<file path="src/rtl/stroke_pkg.sv">
package stroke_pkg;

    localparam int DIR_W = 3;

    typedef enum logic [1:0] {
        ST_IDLE,
        ST_PICK,
        ST_DRAW,
        ST_DONE
    } seq_state_t;

    // X step of a direction code, two's complement: 01 = +1, 11 = -1
    function automatic logic [1:0] dir_step_x(input logic [DIR_W-1:0] d);
        logic [1:0] r;
        unique case (d)
            3'd0, 3'd1, 3'd7: r = 2'b01;
            3'd3, 3'd4, 3'd5: r = 2'b11;
            default:          r = 2'b00;
        endcase
        return r;
    endfunction

    function automatic logic [1:0] dir_step_y(input logic [DIR_W-1:0] d);
        logic [1:0] r;
        unique case (d)
            3'd1, 3'd2, 3'd3: r = 2'b01;
            3'd5, 3'd6, 3'd7: r = 2'b11;
            default:          r = 2'b00;
        endcase
        return r;
    endfunction

endpackage

</file>
<file path="src/rtl/stroke_decode.sv">
module stroke_decode
    import stroke_pkg::*;
#(
    parameter int LEN_W  = 4,
    localparam int CODE_W = LEN_W + 1 + DIR_W
) (
    input  logic [CODE_W-1:0] code,
    output logic [LEN_W-1:0]  len,
    output logic              act,
    output logic [1:0]        step_x,
    output logic [1:0]        step_y,
    output logic              is_null
);

    logic [DIR_W-1:0] dir;

    always_comb begin
        len     = code[LEN_W-1:0];
        act     = code[LEN_W];
        dir     = code[CODE_W-1 -: DIR_W];
        step_x  = dir_step_x(dir);
        step_y  = dir_step_y(dir);
        // zero code and zero-length code both have len == 0
        is_null = (len == '0);
    end

endmodule

</file>
<file path="src/rtl/pos_accum.sv">
module pos_accum #(
    parameter int POS_W = 16,
    parameter int LEN_W = 4
) (
    input  logic             clk,
    input  logic             rst_n,
    input  logic             load,
    input  logic [POS_W-1:0] ld_x,
    input  logic [POS_W-1:0] ld_y,
    input  logic             adv,
    input  logic             jump,
    input  logic [1:0]       step_x,
    input  logic [1:0]       step_y,
    input  logic [LEN_W-1:0] len,
    output logic [POS_W-1:0] cur_x,
    output logic [POS_W-1:0] cur_y
);

    logic [POS_W-1:0] amt;
    logic [POS_W-1:0] dlt_x;
    logic [POS_W-1:0] dlt_y;

    always_comb begin
        amt = jump ? {{(POS_W-LEN_W){1'b0}}, len} : POS_W'(1);
        unique case (step_x)
            2'b01:   dlt_x = amt;
            2'b11:   dlt_x = -amt;
            default: dlt_x = '0;
        endcase
        unique case (step_y)
            2'b01:   dlt_y = amt;
            2'b11:   dlt_y = -amt;
            default: dlt_y = '0;
        endcase
    end

    always_ff @(posedge clk) begin
        if (!rst_n) begin
            cur_x <= '0;
            cur_y <= '0;
        end else if (load) begin
            cur_x <= ld_x;
            cur_y <= ld_y;
        end else if (adv || jump) begin
            cur_x <= cur_x + dlt_x;
            cur_y <= cur_y + dlt_y;
        end
    end

    // a stalled or idle cycle must not move the position
    p_pos_hold_r8: assert property (@(posedge clk) disable iff (!rst_n)
        (!load && !adv && !jump) |=> ($stable(cur_x) && $stable(cur_y)));

endmodule

</file>
<file path="src/rtl/stroke_fsm.sv">
module stroke_fsm
    import stroke_pkg::*;
#(
    parameter int N_STROKES = 4,
    parameter int LEN_W     = 4,
    localparam int CODE_W = LEN_W + 1 + DIR_W,
    localparam int WORD_W = N_STROKES * CODE_W,
    localparam int SLOT_W = (N_STROKES > 1) ? $clog2(N_STROKES) : 1
) (
    input  logic              clk,
    input  logic              rst_n,
    input  logic              cmd_valid,
    input  logic [WORD_W-1:0] cmd_word,
    input  logic [1:0]        draw_mode,
    output logic              cmd_ready,
    output logic [CODE_W-1:0] code,
    input  logic [LEN_W-1:0]  len,
    input  logic              act,
    input  logic              is_null,
    input  logic              px_ready,
    output logic              px_valid,
    output logic              px_we,
    output logic              adv,
    output logic              jump,
    output logic              busy,
    output logic              done
);

    seq_state_t        state, state_nx;
    logic [WORD_W-1:0] word_q;
    logic [1:0]        mode_q;
    logic [SLOT_W-1:0] slot;
    logic [LEN_W-1:0]  step;
    logic              last_slot;
    logic              first_px;
    logic              last_px;
    logic              launch;

    always_comb begin
        code      = word_q[slot*CODE_W +: CODE_W];
        last_slot = (slot == SLOT_W'(N_STROKES-1));
        first_px  = (step == '0);
        last_px   = (step == (len - LEN_W'(1)));
        launch    = !is_null && act;
    end

    // next state
    always_comb begin
        state_nx = state;
        unique case (state)
            ST_IDLE: if (cmd_valid) state_nx = ST_PICK;
            ST_PICK: begin
                if (launch)         state_nx = ST_DRAW;
                else if (last_slot) state_nx = ST_DONE;
            end
            ST_DRAW: begin
                if (px_ready && last_px)
                    state_nx = last_slot ? ST_DONE : ST_PICK;
            end
            ST_DONE: state_nx = ST_IDLE;
            default: state_nx = ST_IDLE;
        endcase
    end

    // state register
    always_ff @(posedge clk) begin
        if (!rst_n) state <= ST_IDLE;
        else        state <= state_nx;
    end

    // slot and step counters, command capture
    always_ff @(posedge clk) begin
        if (!rst_n) begin
            word_q <= '0;
            mode_q <= '0;
            slot   <= '0;
            step   <= '0;
        end else begin
            unique case (state)
                ST_IDLE: if (cmd_valid) begin
                    word_q <= cmd_word;
                    mode_q <= draw_mode;
                    slot   <= '0;
                    step   <= '0;
                end
                ST_PICK: begin
                    if (launch)          step <= '0;
                    else if (!last_slot) slot <= slot + SLOT_W'(1);
                end
                ST_DRAW: if (px_ready) begin
                    if (last_px) begin
                        step <= '0;
                        if (!last_slot) slot <= slot + SLOT_W'(1);
                    end else begin
                        step <= step + LEN_W'(1);
                    end
                end
                default: ;
            endcase
        end
    end

    // outputs
    always_comb begin
        cmd_ready = (state == ST_IDLE);
        busy      = (state == ST_PICK) || (state == ST_DRAW);
        done      = (state == ST_DONE);
        px_valid  = (state == ST_DRAW);
        px_we     = (state == ST_DRAW)
                    && !(mode_q[0] && first_px)
                    && !(mode_q[1] && last_px);
        adv       = (state == ST_DRAW) && px_ready;
        jump      = (state == ST_PICK) && !is_null && !act;
    end

    p_ready_busy_r9: assert property (@(posedge clk) disable iff (!rst_n)
        busy |-> !cmd_ready);

    p_done_pulse_r10: assert property (@(posedge clk) disable iff (!rst_n)
        done |=> (!done && !busy));

    p_done_after_work_r10: assert property (@(posedge clk) disable iff (!rst_n)
        $rose(done) |-> $past(busy));

    p_beat_busy_r1: assert property (@(posedge clk) disable iff (!rst_n)
        px_valid |-> busy);

    p_beat_hold_r8: assert property (@(posedge clk) disable iff (!rst_n)
        (px_valid && !px_ready) |=> (px_valid && $stable(px_we)));

endmodule

</file>
<file path="src/rtl/stroke_seq.sv">
module stroke_seq
    import stroke_pkg::*;
#(
    parameter int POS_W     = 16,
    parameter int LEN_W     = 4,
    parameter int N_STROKES = 4,
    localparam int CODE_W = LEN_W + 1 + DIR_W,
    localparam int WORD_W = N_STROKES * CODE_W
) (
    input  logic              clk,
    input  logic              rst_n,
    input  logic              cmd_valid,
    output logic              cmd_ready,
    input  logic [WORD_W-1:0] cmd_word,
    input  logic [1:0]        draw_mode,
    input  logic              pos_load,
    input  logic [POS_W-1:0]  pos_x_in,
    input  logic [POS_W-1:0]  pos_y_in,
    output logic [POS_W-1:0]  cur_x,
    output logic [POS_W-1:0]  cur_y,
    output logic              px_valid,
    input  logic              px_ready,
    output logic [POS_W-1:0]  px_x,
    output logic [POS_W-1:0]  px_y,
    output logic              px_we,
    output logic              busy,
    output logic              done
);

    logic [CODE_W-1:0] code;
    logic [LEN_W-1:0]  len;
    logic              act;
    logic [1:0]        step_x;
    logic [1:0]        step_y;
    logic              is_null;
    logic              adv;
    logic              jump;
    logic              load_ok;

    stroke_fsm #(.N_STROKES(N_STROKES), .LEN_W(LEN_W)) u_fsm (
        .clk       (clk),
        .rst_n     (rst_n),
        .cmd_valid (cmd_valid),
        .cmd_word  (cmd_word),
        .draw_mode (draw_mode),
        .cmd_ready (cmd_ready),
        .code      (code),
        .len       (len),
        .act       (act),
        .is_null   (is_null),
        .px_ready  (px_ready),
        .px_valid  (px_valid),
        .px_we     (px_we),
        .adv       (adv),
        .jump      (jump),
        .busy      (busy),
        .done      (done)
    );

    stroke_decode #(.LEN_W(LEN_W)) u_dec (
        .code    (code),
        .len     (len),
        .act     (act),
        .step_x  (step_x),
        .step_y  (step_y),
        .is_null (is_null)
    );

    assign load_ok = pos_load && cmd_ready;

    pos_accum #(.POS_W(POS_W), .LEN_W(LEN_W)) u_pos (
        .clk    (clk),
        .rst_n  (rst_n),
        .load   (load_ok),
        .ld_x   (pos_x_in),
        .ld_y   (pos_y_in),
        .adv    (adv),
        .jump   (jump),
        .step_x (step_x),
        .step_y (step_y),
        .len    (len),
        .cur_x  (cur_x),
        .cur_y  (cur_y)
    );

    assign px_x = cur_x;
    assign px_y = cur_y;

    p_coord_hold_r8: assert property (@(posedge clk) disable iff (!rst_n)
        (px_valid && !px_ready) |=> ($stable(px_x) && $stable(px_y)));

    p_unit_step_r4: assert property (@(posedge clk) disable iff (!rst_n)
        (px_valid && px_ready) |=>
            (((cur_x - $past(cur_x)) == POS_W'(0)) ||
             ((cur_x - $past(cur_x)) == POS_W'(1)) ||
             ((cur_x - $past(cur_x)) == {POS_W{1'b1}})));

endmodule

</file>
<file path="config.mk">
export PLATFORM = sky130hd
export DESIGN_NAME = stroke_seq
export DESIGN_NICKNAME = d
export VERILOG_FILES = /design/src/rtl/stroke_pkg.sv /design/src/rtl/stroke_decode.sv /design/src/rtl/pos_accum.sv /design/src/rtl/stroke_fsm.sv /design/src/rtl/stroke_seq.sv
export SDC_FILE = /design/constraint.sdc
export NUM_CORES = 1
export LEC_CHECK = 0
export BUFFER_PORTS_ARGS = -buffer_cell sky130_fd_sc_hd__buf_2
export CORE_MARGIN = 2
export CORE_UTILIZATION = 55
export CTS_BUF_LIST = sky130_fd_sc_hd__clkbuf_4 sky130_fd_sc_hd__clkbuf_8
export DETAILED_ROUTE_END_ITERATION = 16
export GPL_ROUTABILITY_DRIVEN = 0
export HOLD_SLACK_MARGIN = 0.15
export PLACE_DENSITY = 0.9
export SLEW_MARGIN = 20
export SYNTH_ARGS = -nofsm -noshare
export SYNTH_HDL_FRONTEND = slang
export SYNTH_SLANG_ARGS = --single-unit
</file>
<file path="constraint.sdc">
create_clock -name clk -period 5 [get_ports clk]
set_clock_uncertainty 0.05 [all_clocks]
set_input_delay 0.5 -clock clk [delete_from_list [all_inputs] [get_ports clk]]
set_output_delay 0.5 -clock clk [all_outputs]
set_load 0.03 [all_outputs]
</file>
==> flow_summary.json, run 1 <==
{
  "area_growth_pct": 14.76,
  "cts_root_buf": "clkbuf_8",
  "synth-edff-count": 0,
  "min_path_type": "in -> reg",
  "synth-async-reset-ratio_pct": 0,
  "grt_max_degree": 65,
  "arrival_ps": 4940,
  "grt.overflow.total": 0,
  "synth.largest_area_cell": "dfxtp_1",
  "cts_tree": "yes",
  "yosysTopAreaCellShare_pct": 28.15,
  "maxSlewHeadroom_pct": 26.65,
  "critPathMaxStageDelay_ps": 580,
  "critPathKind": "reg -> reg",
  "crit_path_cell_trace": "mux4_1 -> nor2b_1 -> a21boi_2 -> and2_2 -> nor3b_1 -> ha_1 -> a21oi_1 -> nor2_1 -> ha_1 -> a21o_1 -> a21oi_1 -> a21oi_1 -> o31ai_1 -> o21ai_0 -> a31oi_1 -> mux2_2 -> a31oi_1",
  "ys_ff_latch": 74,
  "fp.coreArea_sq_um": 9240,
  "mostFrequentLayoutCells": "buf_2 (139), nand2_1 (123), a21oi_1 (73)",
  "cts.sinks": 74,
  "drc_errors": 0,
  "p_switching_mw": 1.794,
  "ant_nets": 0,
  "worstSkewPairLatency_ps": 370,
  "ioPinCount": 140,
  "max_clock_freq_mhz": 211.5,
  "cts_hold_buf": 0,
  "cts_made_buffers": 9,
  "setup_viol": 0,
  "grt_pass1_vias": 4858,
  "postSynthAreaPerCell_sq_um": 7.843,
  "drive_gt1_share_pct": 24.68,
  "seqPwrFrac_pct": 25.7,
  "drv_slew": 0,
  "synthCells": 671,
  "combPwrFrac_pct": 60.4,
  "period_needed_ps": 4729,
  "switching_share_pct": 50.95,
  "final_nets": 879,
  "ys_top_cells_by_area": "dfxtp_1 (28%), ha_1 (9.7%), nand2_1 (8.8%)",
  "powerDensity_nw_per_um2": 582.9,
  "hold_violations": 0,
  "leakagePower_nw": 2.776,
  "cp_common_cell": "a21oi_1",
  "ys.flop_type": "dfxtp_1",
  "synth_cell_type_count": 66,
  "cts.htree.levels": 3,
  "crit_path_start_kind": "flop",
  "path_buf_inv": 0,
  "hpwl_um": 9944,
  "start_util_pct": 56.95,
  "antenna_found_initial": 0,
  "wl_per_cell_um": 15.13,
  "diodes": 0,
  "cp-end-kind": "flop",
  "r2r_setup_slack_ps": 270,
  "grt_pass1_wl_um": 21730,
  "outcome": "complete, no violations",
  "grt_use_total_pct": 25.83,
  "p_int_mw": 1.727,
  "cp_slowest_cell": "mux4_1",
  "rsz0062_at_grt": "yes",
  "p_clk_share_pct": 13.9,
  "vias_per_cell": 5.834,
  "syn_area_sq_um": 5263,
  "fp.dieArea_sq_um": 10370,
  "port_buffers": 139,
  "worstMarginPinSlew_ps": 1100,
  "die_w_um": 101.8,
  "synth-seq-area-share_pct": 28.15,
  "finalPower_mw": 3.521,
  "drtPass1Iterations": 7,
  "clockBufferDepth": 2,
  "vias": 5245,
  "utilization_pct": 65.36,
  "cpLargestDelayFamily": "compound AO/OA/AOI/OAI gates",
  "post_dp_cell_area_sq_um": 5806,
  "fillers": 769,
  "cp_max_fo": 7,
  "mostFrequentLayoutCell": "buf_2",
  "wirelength_um": 13600,
  "synth_nets": 785,
  "period_share_pct": 94.58,
  "drt_iter0_drc": 322,
  "clk_pin_slew_ps": 100,
  "postLayoutCellArea_sq_um": 6040,
  "yosys_warnings": 0,
  "die_h_um": 101.8,
  "peakVddDrop_mv": 0.2462,
  "timing.max_cap.violations": 0,
  "rows": 35,
  "cp.required_ps": 5210
}
==> flip-flops by register name (all words and copies together), names as in the netlist <==
name	count
u_pos.cur_y	16
u_fsm.mode_q	2
u_fsm.state	2
u_fsm.word_q	32
u_pos.cur_x	16
u_fsm.step	4
u_fsm.slot	2
==> cell families after synthesis <==
family,Yosys count,synth area share [%]
xor+xnor,23,3.828
fa+ha+maj,43,10.51
simple gates,240,20.40
flops,74,28.15
buf+inv,87,8.678
mux,17,5.801
compound gates,187,22.63
==> cell usage after synthesis, types with 6 or more instances <==
| cell type | number |
|---|---|
| a211oi_1 | 7 |
| a21o_1 | 8 |
| a21oi_1 | 74 |
| a311oi_1 | 9 |
| a31oi_1 | 14 |
| and2_1 | 7 |
| buf_4 | 32 |
| clkbuf_1 | 26 |
| dfxtp_1 | 74 |
| ha_1 | 41 |
| inv_1 | 24 |
| nand2_1 | 123 |
| nand2b_1 | 7 |
| nand3_1 | 9 |
| nor2_1 | 53 |
| nor2b_1 | 8 |
| nor3_1 | 7 |
| o21a_1 | 6 |
| o21ai_0 | 32 |
| or3_1 | 7 |
| xnor2_1 | 16 |
| xor2_1 | 7 |
==> area by class of cell <==
| class | instances | area [sq um] | area share [%] |
|---|---|---|---|
| Timing Repair Buffer | 145 | 740.7 | 12.26 |
| Tap cell | 129 | 161.4 | 2.672 |
| Clock inverter | 7 | 85.08 | 1.409 |
| Clock buffer | 9 | 123.9 | 2.051 |
| Inverter | 25 | 95.09 | 1.574 |
| Multi-Input combinational cell | 510 | 3349 | 55.46 |
| Sequential cell | 74 | 1484 | 24.57 |
==> metrics by stage <==
step / setup TNS [ps] / setup WS, ps / hold slack [ps] / cells
2_1_floorplan: 0 / 545.3 / 381.5 / 671
3_3_place_gp: 0 / 398.2 / 390.7 / 883
3_5_place_dp: 0 / 140.9 / 395.8 / 883
4_1_cts: 0 / 93.83 / 306.3 / 899
5_1_grt: -67.46 / -58.53 / 307.5 / 899
6_report: 0 / 271.1 / 306.7 / 899
==> metal layers <==
layer	track usage [%]	routed length [um]
met3	5.062	1067
met2	44.43	6516
met1	31.31	5582
met5	0	0
met4	11.59	434
==> final timing paths <==
kind | end | cells after the start | startpoint
hold / removal | u_fsm.word_q[1] | 3 | cmd_word[1]
hold reg to reg | u_fsm.word_q[22] | 2 | u_fsm.word_q[22]
setup / recovery | u_pos.cur_y[15] | 17 | u_fsm.slot[0]
setup reg to reg | u_pos.cur_y[15] | 17 | u_fsm.slot[0]
==> timing repair <==
action	CTS	global route
endpoints found under the setup margin	0	4
buffers inserted	0	0
gates resized for setup	0	9
==> power by group through the flow <==
stage	clock (mW)	sequential, mW	combinational [mW]
2_1_floorplan	0	1.05	1.54
3_3_place_gp	0	0.903	2.00
3_5_place_dp	0	0.913	2.08
4_1_cts	0.493	0.900	2.09
5_1_grt	0.524	0.928	2.31
6_report	0.491	0.904	2.13
==> worst reg2reg max path, delay by kind of cell, from the launching register on <==
kind	cells	cell delay, ps
AND/OR/NAND/NOR	4	770
flip-flops	1	420
multiplexers	2	930
adder cells (fa/ha/maj)	2	650
AO/OA/AOI/OAI	9	1800
(Power assumes the default switching activity.)
==> run 2, diff against run 1 <==
PLACE_DENSITY = 0.83   (was 0.9)
==> flow_summary.json, run 2 (synthesis gave the netlist of run 1 again) <==
{
  "outcome": "complete, no violations",
  "cts_tree": "yes",
  "register_area_sq_um": 1483,
  "largest_reg_flops": 32,
  "clockBufferDepth": 2,
  "drc_errors": 0,
  "cp.required_ps": 5230,
  "maxSlewHeadroom_pct": 29.93,
  "rsz0062_at_grt": "no",
  "diodes": 0,
  "grt_use_total_pct": 25.82,
  "fp.coreArea_sq_um": 9240,
  "cts.sinks": 74,
  "worstMarginPinSlew_ps": 1049,
  "vias": 5077,
  "die_w_um": 101.8,
  "crit_path_start_kind": "flop",
  "mostFrequentLayoutCell": "buf_2",
  "period_needed_ps": 4663,
  "wirelength_um": 13260,
  "hpwl_um": 9974,
  "leakagePower_nw": 2.741,
  "rows": 35,
  "hold_violations": 0,
  "multiInputGateArea_sq_um": 3359,
  "ioPinCount": 140,
  "grt_pass1_vias": 4748,
  "clk_pin_slew_ps": 90,
  "min_path_type": "in -> reg",
  "ant_nets": 0,
  "cts.htree.levels": 3,
  "worstSkewPairLatency_ps": 360,
  "final_nets": 879,
  "start_util_pct": 56.95,
  "drtPass1Iterations": 6,
  "antenna_found_initial": 0,
  "reg_top3": "u_fsm.word_q x32, u_pos.cur_x x16, u_pos.cur_y x16",
  "period_share_pct": 93.25,
  "port_buffers": 139,
  "fillers": 786,
  "grt.overflow.total": 0,
  "cts_root_buf": "clkbuf_8",
  "regMostFlops": "u_fsm.word_q",
  "wl_per_cell_um": 14.75,
  "fp.dieArea_sq_um": 10370,
  "r2r_setup_slack_ps": 340,
  "critPathKind": "reg -> reg",
  "setup_viol": 0,
  "grt_max_degree": 65,
  "cts_made_buffers": 9,
  "peakVddDrop_mv": 0.2287,
  "grt_pass1_wl_um": 21750,
  "cp_max_fo": 8,
  "mostFrequentLayoutCells": "buf_2 (139), nand2_1 (123), a21oi_1 (73), dfxtp_1 (73), nor2_1 (53)",
  "drv_slew": 0,
  "powerDensity_nw_per_um2": 573.0,
  "utilization_pct": 65.20,
  "die_h_um": 101.8,
  "finalPower_mw": 3.452,
  "timing.max_cap.violations": 0,
  "drive_gt1_share_pct": 24.68,
  "max_clock_freq_mhz": 214.5,
  "vias_per_cell": 5.647,
  "arrival_ps": 4890,
  "cp-end-kind": "flop",
  "drt_iter0_drc": 297,
  "area_growth_pct": 14.48
}
[run 2: area by class of cell]
type | instances | area share (%)
clock buffer | 9 | 2.056
clock inverter | 7 | 1.018
inverter | 25 | 1.578
multi-input combinational | 510 | 55.76
sequential | 74 | 24.61
tap | 129 | 2.679
timing repair buffer | 145 | 12.29
[run 2: worst paths after layout]
path	depth (start not counted)	startpoint	endpoint
setup / recovery	18	u_fsm.slot[0]	u_pos.cur_y[12]
hold / removal	3	pos_y_in[11]	u_pos.cur_y[11]
setup reg to reg	18	u_fsm.slot[0]	u_pos.cur_y[12]
hold reg to reg	2	u_fsm.word_q[28]	u_fsm.word_q[28]
[run 2: worst max-delay path, cell delays in order, from the launching register on]
cell,delay [ps]
dfxtp_2,460
mux4_1,680
inv_1,130
ha_1,200
a21boi_2,90
and2_1,200
ha_1,240
nand2b_1,160
xnor2_1,130
nor2_1,60
ha_1,330
nor2b_1,160
o21ai_0,220
a21boi_1,140
o311ai_2,350
nand2_1,160
a2111oi_0,460
o21ai_0,130
a31oi_1,200
[run 2: power by group]
group	switching [mW]	internal [mW]
logic	1.36	0.735
registers	0.162	0.746
clock network	0.258	0.189
total	1.78	1.67
[run 2: repair_timing]
action	CTS	global route
gates resized for setup	1	8
buffers inserted	0	0
setup endpoints to repair	1	7
hold buffers	0	0
[run 2: metrics by stage]
step	hold WS, ps	setup slack (ps)	setup TNS (ps)	cells	area [sq um]
floorplan	381.5	545.3	0	671	5263
global placement	389.7	296.4	0	883	5806
detailed placement	397.1	-1.472	-1.472	883	5806
CTS	302.3	62.70	0	899	5992
global route	312.4	11.74	0	899	6025
finish	308.3	337.4	0	899	6025
[run 2: metal layers]
| metal | wire length [um] | up-vias | track usage, % |
|---|---|---|---|
| li1 | - | 2530 | - |
| met1 | 5829 | 2338 | 32.82 |
| met2 | 6454 | 189 | 44.59 |
| met3 | 769 | 20 | 4.241 |
| met4 | 206 | 0 | 8.821 |
| met5 | 0 | - | 0 |
==> run 3, diff against run 2 <==
CORE_UTILIZATION = 59   (was 55)
PLACE_DENSITY = 0.88   (was 0.83)
clock period = 5.7 ns   (was 5 ns; I/O delays follow)
==> flow_summary.json, run 3 (synthesis gave the netlist of run 1 again) <==
{
  "die_w_um": 98.45,
  "min_path_type": "in -> reg",
  "start_util_pct": 60.64,
  "ant_nets": 0,
  "maxSlewHeadroom_pct": 28.67,
  "outcome": "complete, no violations",
  "switching_share_pct": 50.73,
  "rows": 34,
  "largest_reg_flops": 32,
  "worstSkewPairLatency_ps": 360,
  "grt_pass1_wl_um": 21880,
  "reg_top3": "u_fsm.word_q x32, u_pos.cur_x x16, u_pos.cur_y x16",
  "hold_slack_ps": 389.2,
  "clk_pin_slew_ps": 80,
  "leakagePower_nw": 2.737,
  "fp.coreArea_sq_um": 8678,
  "powerDensity_nw_per_um2": 510.1,
  "drv_slew": 0,
  "p_clk_share_pct": 13.6,
  "grt_pass1_vias": 4920,
  "p_switching_mw": 1.542,
  "ioPinCount": 140,
  "grt_max_degree": 65,
  "period_share_pct": 93.42,
  "utilization_pct": 68.64,
  "cp.required_ps": 5910,
  "critPathKind": "reg -> reg",
  "period_needed_ps": 5325,
  "cp_common_cell": "ha_1",
  "antenna_found_initial": 0,
  "wl_per_cell_um": 15.15,
  "cp-end-kind": "flop",
  "cts_tree": "yes",
  "vias_per_cell": 5.869,
  "post_cts_buffers": 0,
  "hold_violations": 0,
  "timing.max_cap.violations": 0,
  "seqPwrFrac_pct": 26.4,
  "max_clock_freq_mhz": 187.8,
  "final_nets": 876,
  "drt_iter0_drc": 288,
  "vias": 5135,
  "regMostFlops": "u_fsm.word_q",
  "crit_path_start_kind": "flop",
  "hpwl_um": 9897,
  "clockBufferDepth": 2,
  "mostFrequentLayoutCell": "buf_2",
  "tns_ps": 0,
  "cp_max_fo": 12,
  "drtPass1Iterations": 5,
  "wirelength_um": 13260,
  "cp_slowest_cell": "mux4_1",
  "cts.htree.levels": 3,
  "peakVddDrop_mv": 0.2196,
  "combPwrFrac_pct": 60.0,
  "area_growth_pct": 13.20,
  "cts.sinks": 74,
  "diodes": 0,
  "drive_gt1_share_pct": 23.47,
  "port_buffers": 139,
  "mostFrequentLayoutCells": "buf_2 (139), nand2_1 (123), dfxtp_1 (74)",
  "grt.overflow.total": 0,
  "die_h_um": 98.45,
  "cts_resized": 0,
  "critPathMaxStageDelay_ps": 720,
  "worstMarginPinSlew_ps": 1070,
  "grt_use_total_pct": 26.89,
  "fp.dieArea_sq_um": 9691,
  "cts_hold_buf": 0,
  "setup_viol": 0,
  "crit_path_cell_trace": "mux4_1 -> inv_1 -> ha_1 -> a21boi_2 -> and2_1 -> ha_1 -> mux2i_1 -> or2_2 -> fa_1 -> nor2b_1 -> o21ai_0 -> a21boi_0 -> o311ai_0 -> a2111oi_0 -> o21ba_2 -> o211ai_1 -> a31oi_1",
  "drc_errors": 0,
  "rsz0062_at_grt": "no",
  "arrival_ps": 5540,
  "cts_made_buffers": 9,
  "p_int_mw": 1.497,
  "cts_root_buf": "clkbuf_8"
}
-- run 3: cell types whose count changed in the layout (fill, tap and decap cells not counted), sizes merged --
| cell | delta |
|---|---|
| bufinv | +1 |
| inv | -3 |
| clkbuf | +1 |
| buf | -3 |
| clkinv | +1 |
-- run 3: final cells by class --
type | count | area, sq um
inverters | 25 | 95.09
repair buffers | 142 | 718.2
well taps | 108 | 135.1
flip-flops and latches | 74 | 1481
clock inverters | 6 | 67.56
multi-input cells | 510 | 3328
fillers | 714 | 2721
clock buffers | 10 | 131.4
-- run 3: stage by stage --
| step | instance area, sq um | instances | setup WS (ps) | power [mW] |
|---|---|---|---|---|
| finish | 5957 | 875 | 375.0 | 3.039 |
| global route | 5957 | 875 | 31.82 | 3.243 |
| global placement | 5757 | 859 | 718.9 | 2.537 |
| floorplan | 5263 | 671 | 1245 | 2.277 |
| CTS | 5956 | 875 | 404.7 | 3.023 |
| detailed placement | 5757 | 859 | 443.0 | 2.611 |
-- run 3: power groups by stage --
stage	clock [mW]	combinational [mW]	sequential, mW
2_1_floorplan	0	1.35	0.923
4_1_cts	0.417	1.81	0.800
5_1_grt	0.440	1.98	0.822
3_3_place_gp	0	1.74	0.801
3_5_place_dp	0	1.80	0.811
6_report	0.414	1.82	0.802
-- run 3: worst max-delay path, delay by kind of cell, from the launching register on --
family,cells,cell delay (ps)
AOI/OAI and AO/OA,8,1960
adders and majority gates,3,930
buffers and inverters,1,130
DFF,1,680
muxes,2,790
and+or+nand+nor,3,680
-- run 3: path summary, 6_finish.rpt --
kind | start | slack [ps] | cells past startpoint | endpoint
worst max-delay path | u_fsm.slot[0] | 370 | 17 | u_pos.cur_y[14]
worst min-delay path | pos_y_in[11] | 390 | 3 | u_pos.cur_y[11]
worst max register to register | u_fsm.slot[0] | 370 | 17 | u_pos.cur_y[14]
worst min register to register | u_fsm.word_q[7] | 410 | 2 | u_fsm.word_q[7]
-- run 3: layer usage --
metal  vias to the layer above  track usage [%]  wire length, um  share of wire (%)
li1                       2524                -                -                  -
met1                      2334            32.36             5636                 43
met2                       232            47.04             6367                 48
met3                        45            4.539              879                6.6
met4                         0            12.12              374                2.8
met5                         -                0                0                  0
